===== src/rtl/scl_pacer_pkg.sv =====
package scl_pacer_pkg;

    localparam int CMD_BITS = 5;

    typedef enum logic [1:0] {
        PH_IDLE,
        PH_LOW,
        PH_WAIT,
        PH_HIGH
    } phase_e;

    typedef enum logic [2:0] {
        SQ_NONE,
        SQ_START,
        SQ_RESTART,
        SQ_STOP,
        SQ_RECV,
        SQ_XMIT
    } seq_e;

    // Lowest set request bit wins
    function automatic seq_e pick_seq(input logic [CMD_BITS-1:0] bits);
        seq_e s;
        if (bits[0])      s = SQ_START;
        else if (bits[1]) s = SQ_RESTART;
        else if (bits[2]) s = SQ_STOP;
        else if (bits[3]) s = SQ_RECV;
        else if (bits[4]) s = SQ_XMIT;
        else              s = SQ_NONE;
        return s;
    endfunction

endpackage


===== src/rtl/scl_line_sync.sv =====
module scl_line_sync #(
    parameter int STAGES = 2
) (
    input  logic clk,
    input  logic rst_n,
    input  logic line_i,
    output logic seen_o
);

    logic [STAGES-1:0] sh_d, sh_q;

    always_comb begin
        sh_d = {sh_q[STAGES-2:0], line_i};
    end

    always_ff @(posedge clk or negedge rst_n) begin
        if (!rst_n) sh_q <= '1;
        else        sh_q <= sh_d;
    end

    assign seen_o = sh_q[STAGES-1];

endmodule


===== src/rtl/scl_tick_div.sv =====
module scl_tick_div #(
    parameter int DIV = 2
) (
    input  logic clk,
    input  logic rst_n,
    input  logic restart_i,
    output logic tick_o
);

    localparam int TW = (DIV > 1) ? $clog2(DIV) : 1;

    generate
        if (DIV > 1) begin : g_div
            logic [TW-1:0] ph_d, ph_q;

            always_comb begin
                if (restart_i)                     ph_d = '0;
                else if (ph_q == TW'(DIV - 1))     ph_d = '0;
                else                               ph_d = ph_q + TW'(1);
            end

            always_ff @(posedge clk or negedge rst_n) begin
                if (!rst_n) ph_q <= '0;
                else        ph_q <= ph_d;
            end

            assign tick_o = (ph_q == TW'(DIV - 1));
        end else begin : g_every
            assign tick_o = 1'b1;
        end
    endgenerate

endmodule


===== src/rtl/scl_baud_cnt.sv =====
module scl_baud_cnt #(
    parameter int CNT_W = 8
) (
    input  logic             clk,
    input  logic             rst_n,
    input  logic             load_i,
    input  logic [CNT_W-1:0] load_val_i,
    input  logic             run_i,
    input  logic             tick_i,
    output logic [CNT_W-1:0] cnt_o,
    output logic             zero_o
);

    logic [CNT_W-1:0] cnt_d, cnt_q;

    always_comb begin
        cnt_d = cnt_q;
        if (load_i)
            cnt_d = load_val_i;
        else if (run_i && tick_i && (cnt_q != '0))
            cnt_d = cnt_q - CNT_W'(1);
    end

    always_ff @(posedge clk or negedge rst_n) begin
        if (!rst_n) cnt_q <= '0;
        else        cnt_q <= cnt_d;
    end

    assign cnt_o  = cnt_q;
    assign zero_o = (cnt_q == '0);

    AST_CNT_PARKS_AT_ZERO: assert property (@(posedge clk) disable iff (!rst_n)
        (!load_i && (cnt_q == '0)) |=> (cnt_q == '0));

endmodule


===== src/rtl/scl_host_port.sv =====
module scl_host_port #(
    parameter int DATA_W = 8
) (
    input  logic              clk,
    input  logic              rst_n,
    input  logic              busy_i,
    input  logic              buf_wr_i,
    input  logic [DATA_W-1:0] buf_data_i,
    input  logic              wcol_clr_i,
    output logic [DATA_W-1:0] buf_data_o,
    output logic              wcol_o
);

    typedef struct packed {
        logic [DATA_W-1:0] data;
        logic              wcol;
    } host_s;

    host_s d, q;

    always_comb begin
        d = q;
        if (buf_wr_i && busy_i)
            d.wcol = 1'b1;
        else if (wcol_clr_i)
            d.wcol = 1'b0;
        if (buf_wr_i && !busy_i)
            d.data = buf_data_i;
    end

    always_ff @(posedge clk or negedge rst_n) begin
        if (!rst_n) q <= '0;
        else        q <= d;
    end

    assign buf_data_o = q.data;
    assign wcol_o     = q.wcol;

    AST_BUF_KEPT_WHEN_BUSY: assert property (@(posedge clk) disable iff (!rst_n)
        (busy_i && buf_wr_i) |=> ($stable(q.data) && q.wcol));
    AST_WCOL_STICKY: assert property (@(posedge clk) disable iff (!rst_n)
        (q.wcol && !wcol_clr_i) |=> q.wcol);

endmodule


===== src/rtl/scl_seq_fsm.sv =====
module scl_seq_fsm
    import scl_pacer_pkg::*;
#(
    parameter int PULSES = 9
) (
    input  logic                clk,
    input  logic                rst_n,
    input  logic                cmd_wr_i,
    input  logic [CMD_BITS-1:0] cmd_bits_i,
    input  logic                scl_seen_i,
    input  logic                cnt_zero_i,
    output logic                load_o,
    output logic                run_o,
    output logic                drive_low_o,
    output logic                busy_o,
    output logic                done_o,
    output phase_e              phase_o
);

    localparam int PW = $clog2(PULSES + 1);

    typedef struct packed {
        phase_e        ph;
        seq_e          sq;
        logic [PW-1:0] left;
        logic          park;
        logic          drive;
        logic          done;
    } fsm_s;

    fsm_s d, q;
    seq_e pick;

    always_comb begin
        d      = q;
        d.done = 1'b0;
        pick   = pick_seq(cmd_bits_i);
        unique case (q.ph)
            PH_IDLE: begin
                if (cmd_wr_i && (pick != SQ_NONE)) begin
                    d.sq   = pick;
                    d.left = ((pick == SQ_RECV) || (pick == SQ_XMIT)) ? PW'(PULSES) : PW'(1);
                    d.ph   = (pick == SQ_START) ? PH_WAIT : PH_LOW;
                end
            end
            PH_LOW: begin
                if (cnt_zero_i) d.ph = PH_WAIT;
            end
            PH_WAIT: begin
                if (scl_seen_i) d.ph = PH_HIGH;
            end
            PH_HIGH: begin
                if (cnt_zero_i) begin
                    if (q.left > PW'(1)) begin
                        d.left = q.left - PW'(1);
                        d.ph   = PH_LOW;
                    end else begin
                        d.ph   = PH_IDLE;
                        d.done = 1'b1;
                        d.park = (q.sq != SQ_STOP);
                        d.sq   = SQ_NONE;
                    end
                end
            end
            default: d.ph = PH_IDLE;
        endcase
        d.drive = (d.ph == PH_LOW) || ((d.ph == PH_IDLE) && d.park);
        load_o  = (q.ph == PH_IDLE) ||
                  ((d.ph != q.ph) && ((d.ph == PH_LOW) || (d.ph == PH_HIGH)));
    end

    always_ff @(posedge clk or negedge rst_n) begin
        if (!rst_n) begin
            q.ph    <= PH_IDLE;
            q.sq    <= SQ_NONE;
            q.left  <= '0;
            q.park  <= 1'b0;
            q.drive <= 1'b0;
            q.done  <= 1'b0;
        end else begin
            q <= d;
        end
    end

    assign run_o       = (q.ph == PH_LOW) || (q.ph == PH_HIGH);
    assign drive_low_o = q.drive;
    assign busy_o      = (q.ph != PH_IDLE);
    assign done_o      = q.done;
    assign phase_o     = q.ph;

    AST_LOW_HOLDS_TILL_ZERO: assert property (@(posedge clk) disable iff (!rst_n)
        ((q.ph == PH_LOW) && !cnt_zero_i) |=> (q.ph == PH_LOW));
    AST_WAIT_NEEDS_HIGH: assert property (@(posedge clk) disable iff (!rst_n)
        ((q.ph == PH_WAIT) && !scl_seen_i) |=> (q.ph == PH_WAIT));
    AST_DONE_SINGLE: assert property (@(posedge clk) disable iff (!rst_n)
        q.done |=> !q.done);
    AST_IDLE_NEEDS_WRITE: assert property (@(posedge clk) disable iff (!rst_n)
        ((q.ph == PH_IDLE) && !cmd_wr_i) |=> (q.ph == PH_IDLE));

endmodule


===== src/rtl/scl_pacer.sv =====
module scl_pacer
    import scl_pacer_pkg::*;
#(
    parameter int CNT_W           = 8,
    parameter int DATA_W          = 8,
    parameter int TICK_DIV        = 2,
    parameter int PULSES_PER_BYTE = 9,
    parameter int SYNC_STAGES     = 2
) (
    input  logic              clk,
    input  logic              rst_n,
    input  logic [CNT_W-1:0]  reload_i,
    input  logic              scl_line_i,
    input  logic              cmd_wr_i,
    input  logic [4:0]        cmd_bits_i,
    input  logic              buf_wr_i,
    input  logic [DATA_W-1:0] buf_data_i,
    input  logic              wcol_clr_i,
    output logic              scl_drive_low_o,
    output logic              busy_o,
    output logic              wcol_o,
    output logic              seq_done_o,
    output logic [DATA_W-1:0] buf_data_o
);

    logic             scl_seen;
    logic             tick;
    logic             load;
    logic             run;
    logic             cnt_zero;
    logic [CNT_W-1:0] cnt;
    phase_e           phase;

    scl_line_sync #(.STAGES(SYNC_STAGES)) u_sync (
        .clk    (clk),
        .rst_n  (rst_n),
        .line_i (scl_line_i),
        .seen_o (scl_seen)
    );

    scl_tick_div #(.DIV(TICK_DIV)) u_tick (
        .clk       (clk),
        .rst_n     (rst_n),
        .restart_i (load),
        .tick_o    (tick)
    );

    scl_baud_cnt #(.CNT_W(CNT_W)) u_cnt (
        .clk        (clk),
        .rst_n      (rst_n),
        .load_i     (load),
        .load_val_i (reload_i),
        .run_i      (run),
        .tick_i     (tick),
        .cnt_o      (cnt),
        .zero_o     (cnt_zero)
    );

    scl_seq_fsm #(.PULSES(PULSES_PER_BYTE)) u_fsm (
        .clk         (clk),
        .rst_n       (rst_n),
        .cmd_wr_i    (cmd_wr_i),
        .cmd_bits_i  (cmd_bits_i),
        .scl_seen_i  (scl_seen),
        .cnt_zero_i  (cnt_zero),
        .load_o      (load),
        .run_o       (run),
        .drive_low_o (scl_drive_low_o),
        .busy_o      (busy_o),
        .done_o      (seq_done_o),
        .phase_o     (phase)
    );

    scl_host_port #(.DATA_W(DATA_W)) u_host (
        .clk        (clk),
        .rst_n      (rst_n),
        .busy_i     (busy_o),
        .buf_wr_i   (buf_wr_i),
        .buf_data_i (buf_data_i),
        .wcol_clr_i (wcol_clr_i),
        .buf_data_o (buf_data_o),
        .wcol_o     (wcol_o)
    );

    AST_CNT_FROZEN_IN_WAIT: assert property (@(posedge clk) disable iff (!rst_n)
        (phase == PH_WAIT) |=> ((phase != PH_WAIT) || $stable(cnt)));
    AST_RELOAD_ON_SIGHT: assert property (@(posedge clk) disable iff (!rst_n)
        ((phase == PH_WAIT) && scl_seen) |=> (cnt == $past(reload_i)));
    AST_RELEASED_OFF_LOW: assert property (@(posedge clk) disable iff (!rst_n)
        ((phase == PH_WAIT) || (phase == PH_HIGH)) |-> !scl_drive_low_o);

endmodule


===== config.mk =====
export PLATFORM = sky130hd
export DESIGN_NAME = scl_pacer
export DESIGN_NICKNAME = d
export VERILOG_FILES = /design/src/rtl/scl_pacer_pkg.sv /design/src/rtl/scl_line_sync.sv /design/src/rtl/scl_tick_div.sv /design/src/rtl/scl_baud_cnt.sv /design/src/rtl/scl_host_port.sv /design/src/rtl/scl_seq_fsm.sv /design/src/rtl/scl_pacer.sv
export SDC_FILE = /design/constraint.sdc
export NUM_CORES = 1
export LEC_CHECK = 0
export ABC_AREA = 1
export BUFFER_PORTS_ARGS = -buffer_cell sky130_fd_sc_hd__buf_4
export CAP_MARGIN = 10
export CORE_AREA = 2 2 83 45
export CTS_CLUSTER_DIAMETER = 200
export DETAILED_ROUTE_END_ITERATION = 10
export DIE_AREA = 0 0 85 47
export PLACE_DENSITY = 0.83
export SYNTH_ARGS = -nofsm -noshare
export SYNTH_HDL_FRONTEND = slang
export SYNTH_SLANG_ARGS = --single-unit
export TNS_END_PERCENT = 30

===== constraint.sdc =====
create_clock -name clk -period 2.33 [get_ports clk]
set_input_delay 0.466 -clock clk [delete_from_list [all_inputs] [get_ports clk]]
set_output_delay 0.466 -clock clk [all_outputs]
set_load 0.02 [all_outputs]

# Word level (Yosys, flattened, before mapping)
# Cells that the tools add are included.
# word_totals
wordCells,80
register_bits,32
# op_classes
n_addsub,3
reduce_logical,24
n_lt_le_gt_ge,1
n_eq_ne,14
muxes,27
# ops
operator,n
2-to-1 mux 3 bit,6
2-to-1 mux 8 bit,2
one-hot mux 7 bit (2 select lines),1
2-to-1 mux 1 bit,10
2-to-1 mux 10 bit,1
2-to-1 mux 9 bit,1
logical NOT 8 bit,1
2-to-1 mux 4 bit,2
one-hot mux 2 bit (4 select lines),1
AND reduction 4 bit,2
nonzero test 2 bit,4
nonzero test 8 bit,1
"subtractor 8 x 1 -> 8 bit, second input constant",1
logical AND 1 bit,7
"equality test 2 bit, second input constant",3
"equality test 3 bit, second input constant",2
2-to-1 mux 2 bit,3
logical OR 1 bit,5
"equality test 2 x 1 -> 1 bit, second input constant",2
"> comparator 4 x 1 -> 1 bit, second input constant",1
logical NOT 2 bit,2
"inequality test 2 x 1 -> 1 bit, second input constant",2
"inequality test 2 bit, second input constant",2
"subtractor 4 x 1 -> 4 bit, second input constant",1
other kinds (6),6

# Longest topological paths before layout
# Gate-level depths: netlist of run 1.
# depth
word_depth,15
mapped_depth,13
ltp_nobuf,12

# By module
# Synthesis of run 1 repeated with hierarchy kept, for this count alone.
# hier_totals
cells_unflattened,254
area_unflattened_um2,1855.5
# modules_own_cells
mod,seq_area_each_um2,cells_each,n_inst,area_per_inst_um2
scl_seq_fsm,300.3,112,1,787.0
scl_baud_cnt,200.2,99,1,623.1
scl_host_port,225.2,39,1,364.1
scl_line_sync,52.6,2,1,52.6
scl_tick_div,25.0,2,1,28.8

# Worst setup path after synthesis of run 1
# No wires, ideal clock.
# synth_path
path_kind,register to register
start,reg u_fsm.q[3] in the netlist's numbering
end,"reg u_cnt.cnt_q[2], in the netlist u_cnt.cnt_o[2]"
path_stages_with_launch,14
required_ps,2217
t_arrival_ps,1491
synth_period_minus_slack_ps,1604
slack_ps,726
cell_sequence,dfrtp_1 -> inv_1 -> ha_1 -> nor2_2 -> nor2_4 -> nand3_1 -> nand2_2 -> nand2_4 -> nand2_4 -> buf_6 -> nand2_2 -> nand2_1 -> nand2_1 -> inv_1
# synth_between
elab_chain_cells,9
elab_cells_between_ends,12
classes_between,order compare (1); eq/ne (3); mux (4); reduce/logical (4)
# synth_lines
element,line_no,text
from (decl),scl_seq_fsm.sv:31,"fsm_s d, q;"
> comparator 4 x 1 -> 1 bit (*),scl_seq_fsm.sv:54,if (q.left > PW'(1)) begin
2-to-1 mux 1 bit (*),scl_seq_fsm.sv:54,
2-to-1 mux 10 bit (*),scl_seq_fsm.sv:53,if (cnt_zero_i) begin
one-hot mux 2 bit (4 select lines) (*),scl_seq_fsm.sv:38,unique case (q.ph)
equality test 2 x 1 -> 1 bit / equality test 2 bit (equally long branches),scl_seq_fsm.sv:69,((d.ph != q.ph) && ((d.ph == PH_LOW) || (d.ph == PH_HIGH)));
logical OR 1 bit,scl_seq_fsm.sv:69,
logical AND 1 bit (*),scl_seq_fsm.sv:69,
logical OR 1 bit (*),scl_seq_fsm.sv:68,load_o = (q.ph == PH_IDLE) ||
2-to-1 mux 8 bit / nonzero test 2 bit (equally long branches),-,
to (signal assigned),scl_baud_cnt.sv:26,else cnt_q <= cnt_d;
to (decl),scl_baud_cnt.sv:14,"logic [CNT_W-1:0] cnt_d, cnt_q;"
# Mark *: on every way between the ends. The rest lies on a longest branch, timed or not. The select of a mux whose other input is x is not followed.
# A chain may end at the register's enable or synchronous reset.

# Final worst setup path of run 1
# layout_path
start,reg u_fsm.q[3] in the netlist's numbering
end,"reg u_cnt.cnt_q[4], in the netlist u_cnt.cnt_o[4]"
# The elaborated chain is that of the path after synthesis.

==> flow_summary.ini, run 1 <==
[die]
die_h_um = 47
core-area_um2 = 3284
row_count = 15
io_pins = 39
initial_utilization_pct = 56.30
chipWidth_um = 85
dieArea_um2 = 3995

[logic_synthesis]
yosysSeqAreaShare_pct = 43.44
ys_seq_elements = 32
avgSynthCellArea_um2 = 8.293
syn_area_um2 = 1849
synthArstFlopShare_pct = 100.0
synthTopCellsByArea = dfrtp_1, nand2_1, nand3_1
synthCells = 223
synth_warnings = 0
synth_top_area_share_pct = 40.60
synth-edff-count = 0
synth_nets = 253
synth_top_flop_cell = dfrtp_1
ys_types = 28
synth.most_common_cell = nand2_1
synth_top_cell_by_area = dfrtp_1
yosys-top-cells-count = nand2_1, dfrtp_1, inv_1

[worst_setup_path]
crit_type = reg -> reg
r2r_start = u_fsm.q[3]$_DFFE_PN0P_
critical_path_arrival_ns = 2.01
cp_num_buf_inv = 1
endpoint_kind = flop
reg2regPathDepth = 11
timing.rr.end = u_cnt.cnt_o[4]$_DFFE_PN0P_
worstPathCellList = inv_1 > ha_1 > nor2_2 > nor2_4 > nand3_1 > nand2_2 > nand2_4 > nand2_4 > nand2_1 > nor2_1 > nor2_1
critPathSlowestCell = dfrtp_1
worst-r2r-setup-slack_ns = 0.49
path_delay_family = simple AND/OR/NAND/NOR gates
crit_required_ns = 2.50
cp_slowest_stage_delay_ns = 0.41
worstPathMaxFanout = 11
start_kind = flop

[route]
viasPerCell = 5.087
wl_met2_um = 1728
drtPass1Iterations = 4
routed_wl_um = 4155
drtAntennaViolNets = 0
wl_per_cell_um = 13.45
dr_wl_met3_um = 398
first_iter_violations = 114
top_layer = met4
wl_met1_um = 2005
drc = 0
num_vias = 1572

[finish]
drive_above_1_share_pct = 34.83
fin_nets = 296
insertedDiodeCount = 0
finalNonFillerCells = 309
fillers = 269
finalInstanceArea_um2 = 2258
syn_to_final_growth_pct = 22.12

[sta]
grt_setup_unrepaired = false
setup_viol = 0
skew_ns = 0.004908
relSlewSlack_pct = 63.63
slew_violations = 0
fin_hold_ws_ns = 0.1092
period_minus_slack_ns = 1.844
tns_ns = 0
period_share_pct = 79.14
setup_slack_ns = 0.4861
fmax_ghz = 0.5423
tightest_slew_ns = 0.5414
timing_hold_violations_final = 0

[clock_network]
cts_tree = built
cts_max_level = 2
hold_buffers = 0
cts.sinks = 32
cts_made_buffers = 5
cts_resized = 0
cts.path.max_buffers = 2
clock_latency_ns = 0.28
postCtsSetupBuffers = 0
cts.clk_slew.worst_paths_ns = 0.07
cts_root_buf = clkbuf_8

[power]
p_per_area_nw_per_um2 = 1126
peakVddDrop_uv = 617.6
p_leak_nw = 1.180

[global_route]
grt_max_degree = 33
grt_pass1_wl_um = 6699
first_global_vias = 1467
grt_use_total_pct = 22.54
grt_antenna_before_repair = 0
grt-ovfl-total = 0

[place]
post-dp-hpwl_um = 3261
place_ws_ns = 0.5332
dpl_cell_area_um2 = 2165
gp_congestion = 0.8329
place_inst = 301
port_buffers = 38

[run_status]
status = complete, no violations

[worst_hold_path]
hold_class = in -> async

[flow_run]
cap_violations = 0
## cell families (layout without fill, tap and decap cells)
family                   after synthesis  count (layout)  share of synthesized area, %
AND/OR/NAND/NOR                      121             121                         33.90
buffers and inverters                 36              80                         8.255
multiplexers                           8               8                         4.872
AO/OA/AOI/OAI                         20              20                         6.089
XOR/XNOR                               3               3                         1.421
flip-flops                            32              32                         43.44
adder cells (fa/ha/maj)                3               3                         2.030
## layout make-up
class,instances,area [um2],share of cell area [%]
clock buffers,7,86.33,3.823
clock inverters,1,7.507,0.3324
inverters,34,130.1,5.762
multi-input cells,155,893.4,39.56
flip-flops and latches,32,803.3,35.57
well taps,42,52.55,2.327
repair buffers,38,285.3,12.63
## worst max-delay path by stage
stage | start | end | slack, ns | cells past startpoint
4_1_cts | u_fsm.phase_o[0]$_DFF_PN0_ | busy_o | 0.50 | 3
6_report | u_fsm.q[3]$_DFFE_PN0P_ | u_cnt.cnt_o[4]$_DFFE_PN0P_ | 0.49 | 11
5_1_grt | u_fsm.q[3]$_DFFE_PN0P_ | u_cnt.cnt_o[4]$_DFFE_PN0P_ | 0.32 | 11
2_1_floorplan | u_fsm.q[3]$_DFFE_PN0P_ | u_cnt.cnt_o[2]$_DFFE_PN0P_ | 0.73 | 13
3_3_place_gp | u_fsm.q[3]$_DFFE_PN0P_ | u_cnt.cnt_o[1]$_DFFE_PN0P_ | 0.62 | 11
3_5_place_dp | u_fsm.q[3]$_DFFE_PN0P_ | u_cnt.cnt_o[4]$_DFFE_PN0P_ | 0.53 | 11
## flip-flops by register name (all words and copies together), names as in the netlist
register / flops
u_fsm.drive_low_o: 1
u_fsm.phase_o: 2
u_fsm.q: 8
u_host.wcol_o: 1
u_sync.sh_q: 2
u_tick.tick_o: 1
u_host.buf_data_o: 8
u_cnt.cnt_o: 8
u_fsm.done_o: 1
## per-stage QoR
stage	power (W)	util [%]
floorplan	0.001773	-
global placement	0.002041	65.90
detailed placement	0.002096	65.90
CTS	0.002544	68.76
global route	0.002724	68.76
finish	0.002543	68.76
## routing by layer
metal | global-route usage, % | vias to the layer above
li1 | - | 784
met1 | 32.30 | 725
met2 | 33.75 | 59
met3 | 7.557 | 4
met4 | 5.079 | 0
met5 | 0 | -
## where the power goes
part,switching [W],leakage [nW],internal [W],total [W]
Sequential,0.000154,0.390,0.000732,0.000886
Combinational,0.000775,0.745,0.000442,0.00122
Clock,0.000200,0.0445,0.000240,0.000440
## layout by cell type, fill, tap and decap left out, types with 2 or more instances in the layout
cell type	synthesis	layout
o21ai_2	3	3
a21oi_1	2	2
nor2_4	4	4
nand3_1	21	21
ha_1	3	3
dfrtp_1	30	30
xor2_1	3	3
nand2_4	3	3
inv_1	26	26
clkbuf_8	0	6
nand3b_1	3	3
buf_4	0	38
nor3_1	2	2
nand2_1	45	45
dfstp_2	2	2
mux2_2	8	8
o21ai_0	11	11
o21ai_1	3	3
nand2_2	15	15
nor2_1	22	22
inv_2	7	7
No activity file was read; power rests on OpenSTA's default activity.
==> run 2: changes to the inputs <==
--- a/config.mk
+++ b/config.mk
@@ -8,11 +8,11 @@
 export ABC_AREA = 1
 export BUFFER_PORTS_ARGS = -buffer_cell sky130_fd_sc_hd__buf_4
 export CAP_MARGIN = 10
-export CORE_AREA = 2 2 83 45
+export CORE_AREA = 2 2 86 47
 export CTS_CLUSTER_DIAMETER = 200
 export DETAILED_ROUTE_END_ITERATION = 10
-export DIE_AREA = 0 0 85 47
-export PLACE_DENSITY = 0.83
+export DIE_AREA = 0 0 88 49
+export PLACE_DENSITY = 0.77
 export SYNTH_ARGS = -nofsm -noshare
 export SYNTH_HDL_FRONTEND = slang
 export SYNTH_SLANG_ARGS = --single-unit
==> constraint.sdc (replaced) <==
create_clock -name clk -period 1.8 [get_ports clk]
set_input_delay 0.36 -clock clk [delete_from_list [all_inputs] [get_ports clk]]
set_output_delay 0.36 -clock clk [all_outputs]
set_load 0.02 [all_outputs]
==> run 2 against run 1 <==
- the run now ends with hold timing left
- clock-buffer cell count unchanged
- global-route usage down 1.6 points
- final cell count up 6.5%
- sequential share of layout area down 2.1 points
- via count up 3.6%
- sequential cell count unchanged
- cell area up 6.3%
- worst setup slack worse by 0.42 ns
- sequential power up 31%
- largest power group unchanged
- highest routed layer unchanged
==> flow_summary.ini, run 2 (synthesis results as in run 1) <==
[die]
row_count = 16
io_pins = 39
core-area_um2 = 3623
die_h_um = 49
initial_utilization_pct = 51.04
chipWidth_um = 88
dieArea_um2 = 4312

[power]
p_per_area_nw_per_um2 = 1487
p_sw_w = 0.001609
p_leak_nw = 1.233
swShare_pct = 45.06
p_int_w = 0.001962
power_frac_clock_pct = 16.5
peakVddDrop_uv = 787.7
p_seq_share_pct = 32.6
comb_power_share_pct = 50.9

[clock_network]
cts.clk_slew.worst_paths_ns = 0.07
cts_made_buffers = 5
cts_root_buf = clkbuf_8
cts_max_level = 2
cts.path.max_buffers = 2
clock_latency_ns = 0.29
cts.sinks = 32
cts_tree = built
hold_buffers = 0

[sta]
setup_viol = 0
fin_hold_ws_ns = -0.007796
relSlewSlack_pct = 72.90
slew_violations = 0
grt_setup_unrepaired = true
fmax_ghz = 0.5769
period_share_pct = 96.29
skew_ns = 0.007916
timing_hold_violations_final = 8
tns_ns = 0
setup_slack_ns = 0.06671
period_minus_slack_ns = 1.733
tightest_slew_ns = 0.4064

[global_route]
grt_antenna_before_repair = 0
first_global_vias = 1403
grt_max_degree = 33
grt_use_total_pct = 20.98
grt-ovfl-total = 0
grt_pass1_wl_um = 6603

[worst_setup_path]
endpoint_kind = flop
start_kind = flop
critPathSlowestCell = dfrtp_1
worstPathMaxFanout = 6
cp_slowest_stage_delay_ns = 0.38
cp_num_buf_inv = 3
crit_required_ns = 1.98
path_delay_family = simple AND/OR/NAND/NOR gates
worstPathCellList = inv_1 > ha_2 > nor2_4 > nor2_4 > nand3_1 > nand2_2 > nand2_8 > nand2_4 > buf_4 > o21ai_2 > inv_1
crit_type = reg -> reg
critical_path_arrival_ns = 1.92

[place]
gp_congestion = 0.8627
place_inst = 315
place_ws_ns = 0.03636
post-dp-hpwl_um = 3049
port_buffers = 38

[flow_run]
cap_violations = 0

[finish]
drive_above_1_share_pct = 38.91
fin_nets = 304
final_cell_mix = nand2_1, buf_4, dfrtp_1
syn_to_final_growth_pct = 29.84
finalNonFillerCells = 329
insertedDiodeCount = 0

[run_status]
status = finished, violations left
violations = hold timing

[route]
routed_wl_um = 4336
drtPass1Iterations = 4
first_iter_violations = 64
viasPerCell = 4.951
num_vias = 1629
drtAntennaViolNets = 0
wl_per_cell_um = 13.18
drc = 0

[worst_hold_path]
hold_class = in -> async
## run 2: layer usage
metal | routed length (um) | track usage, % | vias up
met5 | 0 | 0 | -
met4 | 73 | 9.231 | 0
met3 | 341 | 5.922 | 7
met2 | 1783 | 27.02 | 56
met1 | 2137 | 32.28 | 756
li1 | - | - | 810
## run 2: what timing repair did
action / 4_1_cts / 5_1_grt
gates resized for setup: 0 / 13
endpoints found under the setup margin: 0 / 16
setup buffers: 0 / 4
## run 2: area by class of cell
class	count	area (um2)
Clock buffer	7	86.33
Fill cell	299	1222
Multi-Input combinational cell	157	975.9
Inverter	34	130.1
Sequential cell	32	803.3
Timing Repair Buffer	44	330.3
Clock inverter	1	7.507
Tap cell	54	67.56
## run 2: path summary, 6_finish.rpt
check,cells after the start,endpoint,slack [ns],from
max,11,u_cnt.cnt_o[0]$_DFFE_PN0P_,0.07,u_fsm.q[3]$_DFFE_PN0P_
min,1,u_fsm.q[7]$_DFFE_PN0P_,-0.008,rst_n
min reg2reg,0,u_sync.sh_q[1]$_DFF_PN1_,0.36,u_sync.sh_q[0]$_DFF_PN1_
min in group clk,1,u_sync.sh_q[0]$_DFF_PN1_,0.17,scl_line_i
max in group asynchronous,1,u_sync.sh_q[1]$_DFF_PN1_,1.48,rst_n
max reg2reg,11,u_cnt.cnt_o[0]$_DFFE_PN0P_,0.07,u_fsm.q[3]$_DFFE_PN0P_
## run 2: worst reg2reg max path: cells and delay by family, from the launching register on
family	cells	cell delay [ns]
AO/OA/AOI/OAI	1	0.09
adder cells (fa/ha/maj)	1	0.22
buffers and inverters	3	0.29
flip-flops	1	0.38
AND/OR/NAND/NOR	6	0.63
## run 2: power groups by stage
stage / clock [W] / combinational [W] / sequential, W
4_1_cts: 0.000601 / 0.00154 / 0.00114
6_report: 0.000588 / 0.00182 / 0.00116
3_3_place_gp: 0 / 0.00151 / 0.00115
2_1_floorplan: 0 / 0.00112 / 0.00117
3_5_place_dp: 0 / 0.00154 / 0.00115
5_1_grt: 0.000639 / 0.00200 / 0.00119
## run 2: per-stage QoR
step	power (W)	area [um2]	util, %
detailed placement	0.002689	2195	60.57
CTS	0.003285	2288	63.16
global route	0.003831	2401	66.26
floorplan	0.002295	1849	-
global placement	0.002654	2195	60.57
finish	0.003570	2401	66.26
